===== config.mk =====
export PLATFORM = sky130hd
export DESIGN_NAME = pagehit_gen
export DESIGN_NICKNAME = d
export VERILOG_FILES = /design/src/rtl/pgen_pkg.sv /design/src/rtl/pgen_lfsr.sv /design/src/rtl/pgen_run_draw.sv /design/src/rtl/pgen_col_step.sv /design/src/rtl/pagehit_gen.sv
export SDC_FILE = /design/constraint.sdc
export NUM_CORES = 2
export LEC_CHECK = 0
export CORE_MARGIN = 2
export CORE_UTILIZATION = 30
export DETAILED_ROUTE_END_ITERATION = 10
export PLACE_DENSITY = 0.55
export SYNTH_ARGS = -nofsm -noshare
export SYNTH_HDL_FRONTEND = slang
export SYNTH_SLANG_ARGS = --single-unit

===== constraint.sdc =====
create_clock -name clk -period 253.3 [get_ports clk]
set_input_delay 50.66 -clock clk [delete_from_list [all_inputs] [get_ports clk]]
set_output_delay 50.66 -clock clk [all_outputs]
set_load 0.02 [all_outputs]

===== src/rtl/pgen_pkg.sv =====
// Shared definitions for the page-hit traffic generator.
// Assumes: a 32-bit Galois LFSR per random lane; lane seeds derive from one base.
package pgen_pkg;

    typedef enum logic {
        MAP_BANK_LOW = 1'b0,
        MAP_COL_LOW  = 1'b1
    } map_e;

    localparam int          NUM_DRAWS   = 4;
    localparam logic [31:0] LFSR_MASK   = 32'h8020_0003;
    localparam logic [31:0] SEED_SPREAD = 32'h9E37_79B9;

    // Derive a distinct nonzero seed for one random lane.
    function automatic logic [31:0] lane_seed(input logic [31:0] base, input int lane);
        logic [31:0] s;
        s = base ^ (SEED_SPREAD * 32'(lane + 1));
        if (s == 32'h0) s = 32'h1;
        return s;
    endfunction

endpackage


===== src/rtl/pgen_lfsr.sv =====
// One pseudo-random lane: a 32-bit Galois LFSR that advances when step is high.
// Assumes: SEED is nonzero. The mask has its top bit set, so the state never reaches zero.
module pgen_lfsr
    import pgen_pkg::*;
#(
    parameter logic [31:0] SEED = 32'h1
) (
    input  logic        clk,
    input  logic        rst_n,
    input  logic        step,
    output logic [31:0] value
);

    logic [31:0] state_q;

    // Reload the seed on reset and shift once per step request.
    always_ff @(posedge clk) begin
        if (!rst_n) begin
            state_q <= SEED;
        end else if (step) begin
            state_q <= {1'b0, state_q[31:1]} ^ (state_q[0] ? LFSR_MASK : 32'h0);
        end
    end

    assign value = state_q;

endmodule


===== src/rtl/pgen_run_draw.sv =====
// Builds the first request of a run from four random lanes: the window address,
// the bank index, the start column and the direction, placed by the field layout.
// Assumes: start address burst aligned, 1 <= run_len <= 2^COL_BITS (other values
// pin the column to 0), BURST_BITS >= 1 and BANK_BITS >= 1.
module pgen_run_draw
    import pgen_pkg::*;
#(
    parameter int ADDR_W     = 32,
    parameter int BURST_BITS = 5,
    parameter int COL_BITS   = 5,
    parameter int BANK_BITS  = 3
) (
    input  logic [NUM_DRAWS-1:0][31:0] rnd,
    input  logic [ADDR_W-1:0]          start_addr,
    input  logic [ADDR_W-1:0]          end_addr,
    input  logic [COL_BITS:0]          run_len,
    input  logic [BANK_BITS:0]         banks_used,
    input  logic [6:0]                 read_pct,
    input  map_e                       map_sel,
    output logic [ADDR_W-1:0]          first_addr,
    output logic                       first_is_read
);

    localparam int COLS     = 1 << COL_BITS;
    localparam int COL_LO_A = BURST_BITS;              // column field, column-low layout
    localparam int BNK_LO_A = BURST_BITS + COL_BITS;   // bank field, column-low layout
    localparam int BNK_LO_B = BURST_BITS;              // bank field, bank-low layout
    localparam int COL_LO_B = BURST_BITS + BANK_BITS;  // column field, bank-low layout

    logic [ADDR_W-1:0] span;
    logic [ADDR_W-1:0] offset;
    logic [ADDR_W-1:0] base;
    logic [31:0]       bank_div;
    logic [31:0]       col_div;
    logic [31:0]       pct_draw;

    // Reduce each lane into its range and assemble the run's first address.
    always_comb begin
        span   = end_addr - start_addr;
        offset = (span == '0) ? '0 : (ADDR_W'(rnd[0]) % span);
        base   = start_addr + offset;
        base[BURST_BITS-1:0] = '0;

        bank_div = (banks_used == '0) ? 32'd1 : 32'(banks_used);
        col_div  = (run_len == '0 || run_len > (COL_BITS+1)'(COLS)) ? 32'd1
                 : 32'(COLS) - 32'(run_len) + 32'd1;
        pct_draw = rnd[3] % 32'd101;

        first_addr = base;
        if (map_sel == MAP_COL_LOW) begin
            first_addr[COL_LO_A +: COL_BITS]  = COL_BITS'(rnd[2] % col_div);
            first_addr[BNK_LO_A +: BANK_BITS] = BANK_BITS'(rnd[1] % bank_div);
        end else begin
            first_addr[BNK_LO_B +: BANK_BITS] = BANK_BITS'(rnd[1] % bank_div);
            first_addr[COL_LO_B +: COL_BITS]  = COL_BITS'(rnd[2] % col_div);
        end

        if (read_pct == 7'd0)        first_is_read = 1'b0;
        else if (read_pct >= 7'd100) first_is_read = 1'b1;
        else                         first_is_read = pct_draw < 32'(read_pct);
    end

endmodule


===== src/rtl/pgen_col_step.sv =====
// Computes the next address inside a run: the same page and bank, one column on.
// Column-low layout adds one burst. Bank-low layout recovers the column from
// the bits above the bank field, adds one and writes it back.
// Assumes: the run never walks past the page end (guaranteed by the draw).
module pgen_col_step
    import pgen_pkg::*;
#(
    parameter int ADDR_W     = 32,
    parameter int BURST_BITS = 5,
    parameter int COL_BITS   = 5,
    parameter int BANK_BITS  = 3
) (
    input  logic [ADDR_W-1:0] cur_addr,
    input  map_e              map_sel,
    output logic [ADDR_W-1:0] next_addr
);

    localparam int                COL_LO_B    = BURST_BITS + BANK_BITS;
    localparam logic [ADDR_W-1:0] BURST_BYTES = ADDR_W'(1) << BURST_BITS;

    logic [COL_BITS-1:0] cur_col;

    // Advance the column according to the active layout.
    always_comb begin
        cur_col   = cur_addr[COL_LO_B +: COL_BITS];
        next_addr = cur_addr;
        if (map_sel == MAP_COL_LOW) begin
            next_addr = cur_addr + BURST_BYTES;
        end else begin
            next_addr[COL_LO_B +: COL_BITS] = cur_col + COL_BITS'(1);
        end
    end

endmodule


===== src/rtl/pagehit_gen.sv =====
// Page-hit traffic generator top. It holds one registered request, starts a new
// random run when the current run is used up, steps the column otherwise, and
// counts accepted bytes.
// Assumes: configuration changes only while rst_n is low; synchronous active-low reset.
module pagehit_gen
    import pgen_pkg::*;
#(
    parameter int          ADDR_W     = 32,
    parameter int          BURST_BITS = 5,
    parameter int          COL_BITS   = 5,
    parameter int          BANK_BITS  = 3,
    parameter int          BYTE_W     = 32,
    parameter logic [31:0] SEED       = 32'h1ACE_B00C
) (
    input  logic                  clk,
    input  logic                  rst_n,
    input  logic [ADDR_W-1:0]     cfg_start_addr,
    input  logic [ADDR_W-1:0]     cfg_end_addr,
    input  logic [COL_BITS:0]     cfg_run_len,
    input  logic [BANK_BITS:0]    cfg_banks_used,
    input  logic [6:0]            cfg_read_pct,
    input  logic                  cfg_map_sel,
    output logic                  req_valid,
    input  logic                  req_ready,
    output logic [ADDR_W-1:0]     req_addr,
    output logic                  req_is_read,
    output logic [BURST_BITS:0]   req_bytes,
    output logic [BYTE_W-1:0]     byte_count
);

    localparam int              RUN_W       = COL_BITS + 1;
    localparam logic [BYTE_W-1:0] BURST_BYTES = BYTE_W'(1) << BURST_BITS;

    logic [NUM_DRAWS-1:0][31:0] rnd;
    map_e                       map_mode;
    logic                       valid_q;
    logic [ADDR_W-1:0]          addr_q;
    logic                       rd_q;
    logic [RUN_W-1:0]           remain_q;
    logic [BYTE_W-1:0]          bytes_q;
    logic [RUN_W-1:0]           run_last;
    logic                       accept;
    logic                       start_run;
    logic                       step_run;
    logic [ADDR_W-1:0]          draw_addr;
    logic                       draw_rd;
    logic [ADDR_W-1:0]          step_addr;

    assign map_mode  = map_e'(cfg_map_sel);
    assign run_last  = (cfg_run_len == '0) ? '0 : cfg_run_len - RUN_W'(1);
    assign accept    = valid_q & req_ready;
    assign start_run = !valid_q | (accept & (remain_q == '0));
    assign step_run  = accept & (remain_q != '0);

    // One LFSR lane per random draw, each with its own seed.
    for (genvar g = 0; g < NUM_DRAWS; g++) begin : g_lane
        pgen_lfsr #(
            .SEED (lane_seed(SEED, g))
        ) u_lfsr (
            .clk   (clk),
            .rst_n (rst_n),
            .step  (start_run),
            .value (rnd[g])
        );
    end

    pgen_run_draw #(
        .ADDR_W     (ADDR_W),
        .BURST_BITS (BURST_BITS),
        .COL_BITS   (COL_BITS),
        .BANK_BITS  (BANK_BITS)
    ) u_draw (
        .rnd           (rnd),
        .start_addr    (cfg_start_addr),
        .end_addr      (cfg_end_addr),
        .run_len       (cfg_run_len),
        .banks_used    (cfg_banks_used),
        .read_pct      (cfg_read_pct),
        .map_sel       (map_mode),
        .first_addr    (draw_addr),
        .first_is_read (draw_rd)
    );

    pgen_col_step #(
        .ADDR_W     (ADDR_W),
        .BURST_BITS (BURST_BITS),
        .COL_BITS   (COL_BITS),
        .BANK_BITS  (BANK_BITS)
    ) u_step (
        .cur_addr  (addr_q),
        .map_sel   (map_mode),
        .next_addr (step_addr)
    );

    // Hold the presented request; load a new run or step the column on accept.
    always_ff @(posedge clk) begin
        if (!rst_n) begin
            valid_q  <= 1'b0;
            addr_q   <= '0;
            rd_q     <= 1'b0;
            remain_q <= '0;
        end else if (start_run) begin
            valid_q  <= 1'b1;
            addr_q   <= draw_addr;
            rd_q     <= draw_rd;
            remain_q <= run_last;
        end else if (step_run) begin
            addr_q   <= step_addr;
            remain_q <= remain_q - RUN_W'(1);
        end
    end

    // Total bytes handed over on the handshake.
    always_ff @(posedge clk) begin
        if (!rst_n)      bytes_q <= '0;
        else if (accept) bytes_q <= bytes_q + BURST_BYTES;
    end

    assign req_valid   = valid_q;
    assign req_addr    = addr_q;
    assign req_is_read = rd_q;
    assign req_bytes   = (BURST_BITS+1)'(1) << BURST_BITS;
    assign byte_count  = bytes_q;

endmodule


==> impl_metrics.ini <==
[logic_synthesis]
yosysWarnings = 0
async_flop_share = 0
synthCells = 11800
ys.flop_type = dfxtp_1
synth_area_per_cell_um2 = 6.96
ys_ff_latch = 190
ys_top_cells_by_area = ha_1 (19%), o21a_1 (7.8%), nor3_1 (6.0%), nand2_1 (5.3%), nor2_1 (5.2%)
synth-edff-count = 0
synth_top_area_share = 0.194
yosys.area.top_type = ha_1
yosysUniqueCellTypes = 148
ys_seq_area_frac = 0.0464
syn_area_mm2 = 0.0819

[floorplan]
die-area_mm2 = 0.277
core_area_mm2 = 0.271
ioPinCount = 157
start_util = 0.302
die_h_um = 527
die_x_um = 527
rows = 191

[sta]
setup_violations = 0
slew_headroom = 0.278
fmaxAchievable_mhz = 5.30
rsz0062_at_grt = false
setup_tns_ns = 0
drv_slew = 0
finalClockSkew_ns = 0.0197
tightest_slew_ns = 1.08
hold_viol = 0
post-route-period-util = 0.745
min_period_ns = 188.73

[worst_hold_path]
hold_path.class = flop to flop

[critical_path]
slowest_delay_ns = 0.88
critical_path_class = input port to flop
cp_max_fo = 54
cp.required_ns = 253.79
arrival_ns = 189.22
crit_path_end_kind = flop
start_kind = input port
crit_top_cell = o21a_1
crit_slowest_cell = o311ai_2

[cts]
ctsResizeCount = 0
clock-sinks = 190
root_buffer = clkbuf_16
cts_buffer_depth = 2
cts_buffers = 17
htree_levels = 4
postCtsSetupRepairBufs = 0
insertion_delay_ns = 0.57
holdBufCountCts = 0
path_clk_slew_ns = 0.09
cts_tree = yes

[route]
ant_nets = 0
drcViolationCount = 0
first_iter_violations = 5949
first_pass_iters = 6
via_per_inst = 5.65
vias = 85700
finalWirelength_um = 268000
wire_per_inst_um = 17.7

[job]
maxCapViolations = 0

[layout]
nFillCells = 29200
multi_input_area_mm2 = 0.0750
drive_gt1_frac = 0.0721
nets = 12900
seq_area_mm2 = 0.00380
area_growth_pct = 6.85

[placement]
hpwlAfterDp_um = 212000
portBuffers = 140
place_congestion = 0.881

[grt]
grt_overflow = 0
grt_max_degree = 110
grt_pass1_vias = 78700
grt_pass1_wl_um = 428000
antenna_found_initial = 10
grt_util_all_layers = 0.186

[run_status]
outcome = completed
## flip-flops by register name (all words and copies together), names as in the netlist
register	flops
g_lane.u_lfsr.value	128
byte_count	27
req_addr	27
remain_q	6
req_is_read	1
req_valid	1
## per-layer routing
layer	part of all wire	GRT usage	up-vias
met1	0.49	0.257	39700
met2	0.45	0.312	1613
li1	-	-	44200
met3	0.031	0.0117	232
met4	0.023	0.0446	4
met5	0.000097	0	-
## cells by family after synthesis
family,after synthesis,share of synthesized area
and+or+nand+nor,4785,0.285
AOI/OAI and AO/OA,3715,0.314
adders and majority gates,1285,0.196
buffers and inverters,820,0.0426
xor gates and xnor gates,528,0.0569
muxes,439,0.0585
DFF,190,0.0464
other,2,0.0000917
## area by class of cell
class	instances	share of cell area
repair buffers	272	0.0275
diodes	5	0.000143
well taps	3570	0.0510
multi-input cells	10800	0.857
inverters	321	0.0138
clock buffers	18	0.00490
clock inverters	14	0.00223
flip-flops and latches	190	0.0434
## metrics by stage
| stage | std cells | area, um2 | setup slack (ns) | hold WS, ns | utilization |
|---|---|---|---|---|---|
| floorplan | 11800 | 82000 | 73.76 | 0.453 | - |
| CTS | 15200 | 87500 | 65.47 | 0.498 | 0.323 |
| global placement | 15100 | 86900 | 67.34 | 0.480 | 0.320 |
| global route | 15200 | 87500 | 51.99 | 0.510 | 0.323 |
| detailed placement | 15100 | 86900 | 65.43 | 0.485 | 0.320 |
| finish | 15200 | 87500 | 64.57 | 0.493 | 0.323 |
## final timing paths
check             depth (start not counted)                  startpoint  slack, ns                         end
setup / recovery                        712           cfg_start_addr[0]      64.57                req_addr[31]
hold / removal                            2  g_lane[1].u_lfsr.value[30]       0.49  g_lane[1].u_lfsr.value[30]
setup reg to reg                        669  g_lane[0].u_lfsr.value[31]     124.90                req_addr[31]
hold reg to reg                           2  g_lane[1].u_lfsr.value[30]       0.49  g_lane[1].u_lfsr.value[30]
## synthesized netlist by cell type, types with 33 or more instances
| library cell | count |
|---|---|
| o31ai_1 | 428 |
| mux2_2 | 312 |
| o21bai_1 | 44 |
| nand4_1 | 216 |
| dfxtp_1 | 190 |
| o211ai_1 | 108 |
| inv_1 | 316 |
| mux2i_1 | 122 |
| a31oi_1 | 84 |
| or2_2 | 139 |
| nor4_1 | 82 |
| o22ai_1 | 38 |
| buf_4 | 45 |
| nor2_1 | 1139 |
| nor3_1 | 989 |
| nand2_1 | 1165 |
| o21ai_1 | 45 |
| or3_1 | 83 |
| a211oi_1 | 65 |
| a21boi_0 | 105 |
| nand2b_1 | 135 |
| a21o_1 | 172 |
| o31a_1 | 33 |
| buf_1 | 39 |
| a22oi_1 | 33 |
| nor2b_1 | 126 |
| nand3_1 | 264 |
| and3_1 | 77 |
| o21a_1 | 847 |
| ha_1 | 1271 |
| buf_2 | 45 |
| xnor2_1 | 335 |
| a21oi_1 | 744 |
| and2_1 | 112 |
| o21ai_0 | 475 |
| clkbuf_1 | 339 |
| and4_1 | 36 |
| xor2_1 | 190 |
## cell usage in the layout (no fill, tap or decap), drive strengths merged, types with 36 or more instances in the layout
cell and count:
o22ai 42, ha 1271, nor2 1144, nand2 1167, nand3 268, a21oi 754
or2 153, clkdlybuf4s50 139, o31ai 432, a21boi 116, nor4 96, and2 117
a31oi 85, o21a 848, or3 85, or4 36, nor3 997, a211oi 75
mux2 317, o21ai 528, nand2b 135, xnor2 336, mux2i 122, buf 132
o211ai 116, a21o 173, xor2 190, nor2b 126, and3 78, inv 323
o21bai 44, and4 37, dfxtp 190, nand4 220
## worst max-delay path, delay by kind of cell
family | cells | cell delay, ns
buffers and inverters | 22 | 6.49
multiplexers | 5 | 1.51
AND/OR/NAND/NOR | 140 | 19.89
AO/OA/AOI/OAI | 510 | 99.53
adder cells (fa/ha/maj) | 33 | 10.23
XOR/XNOR | 2 | 0.54
Power is not shown: default switching activity piles up to over one toggle a cycle in this logic, so the estimate is an artifact.
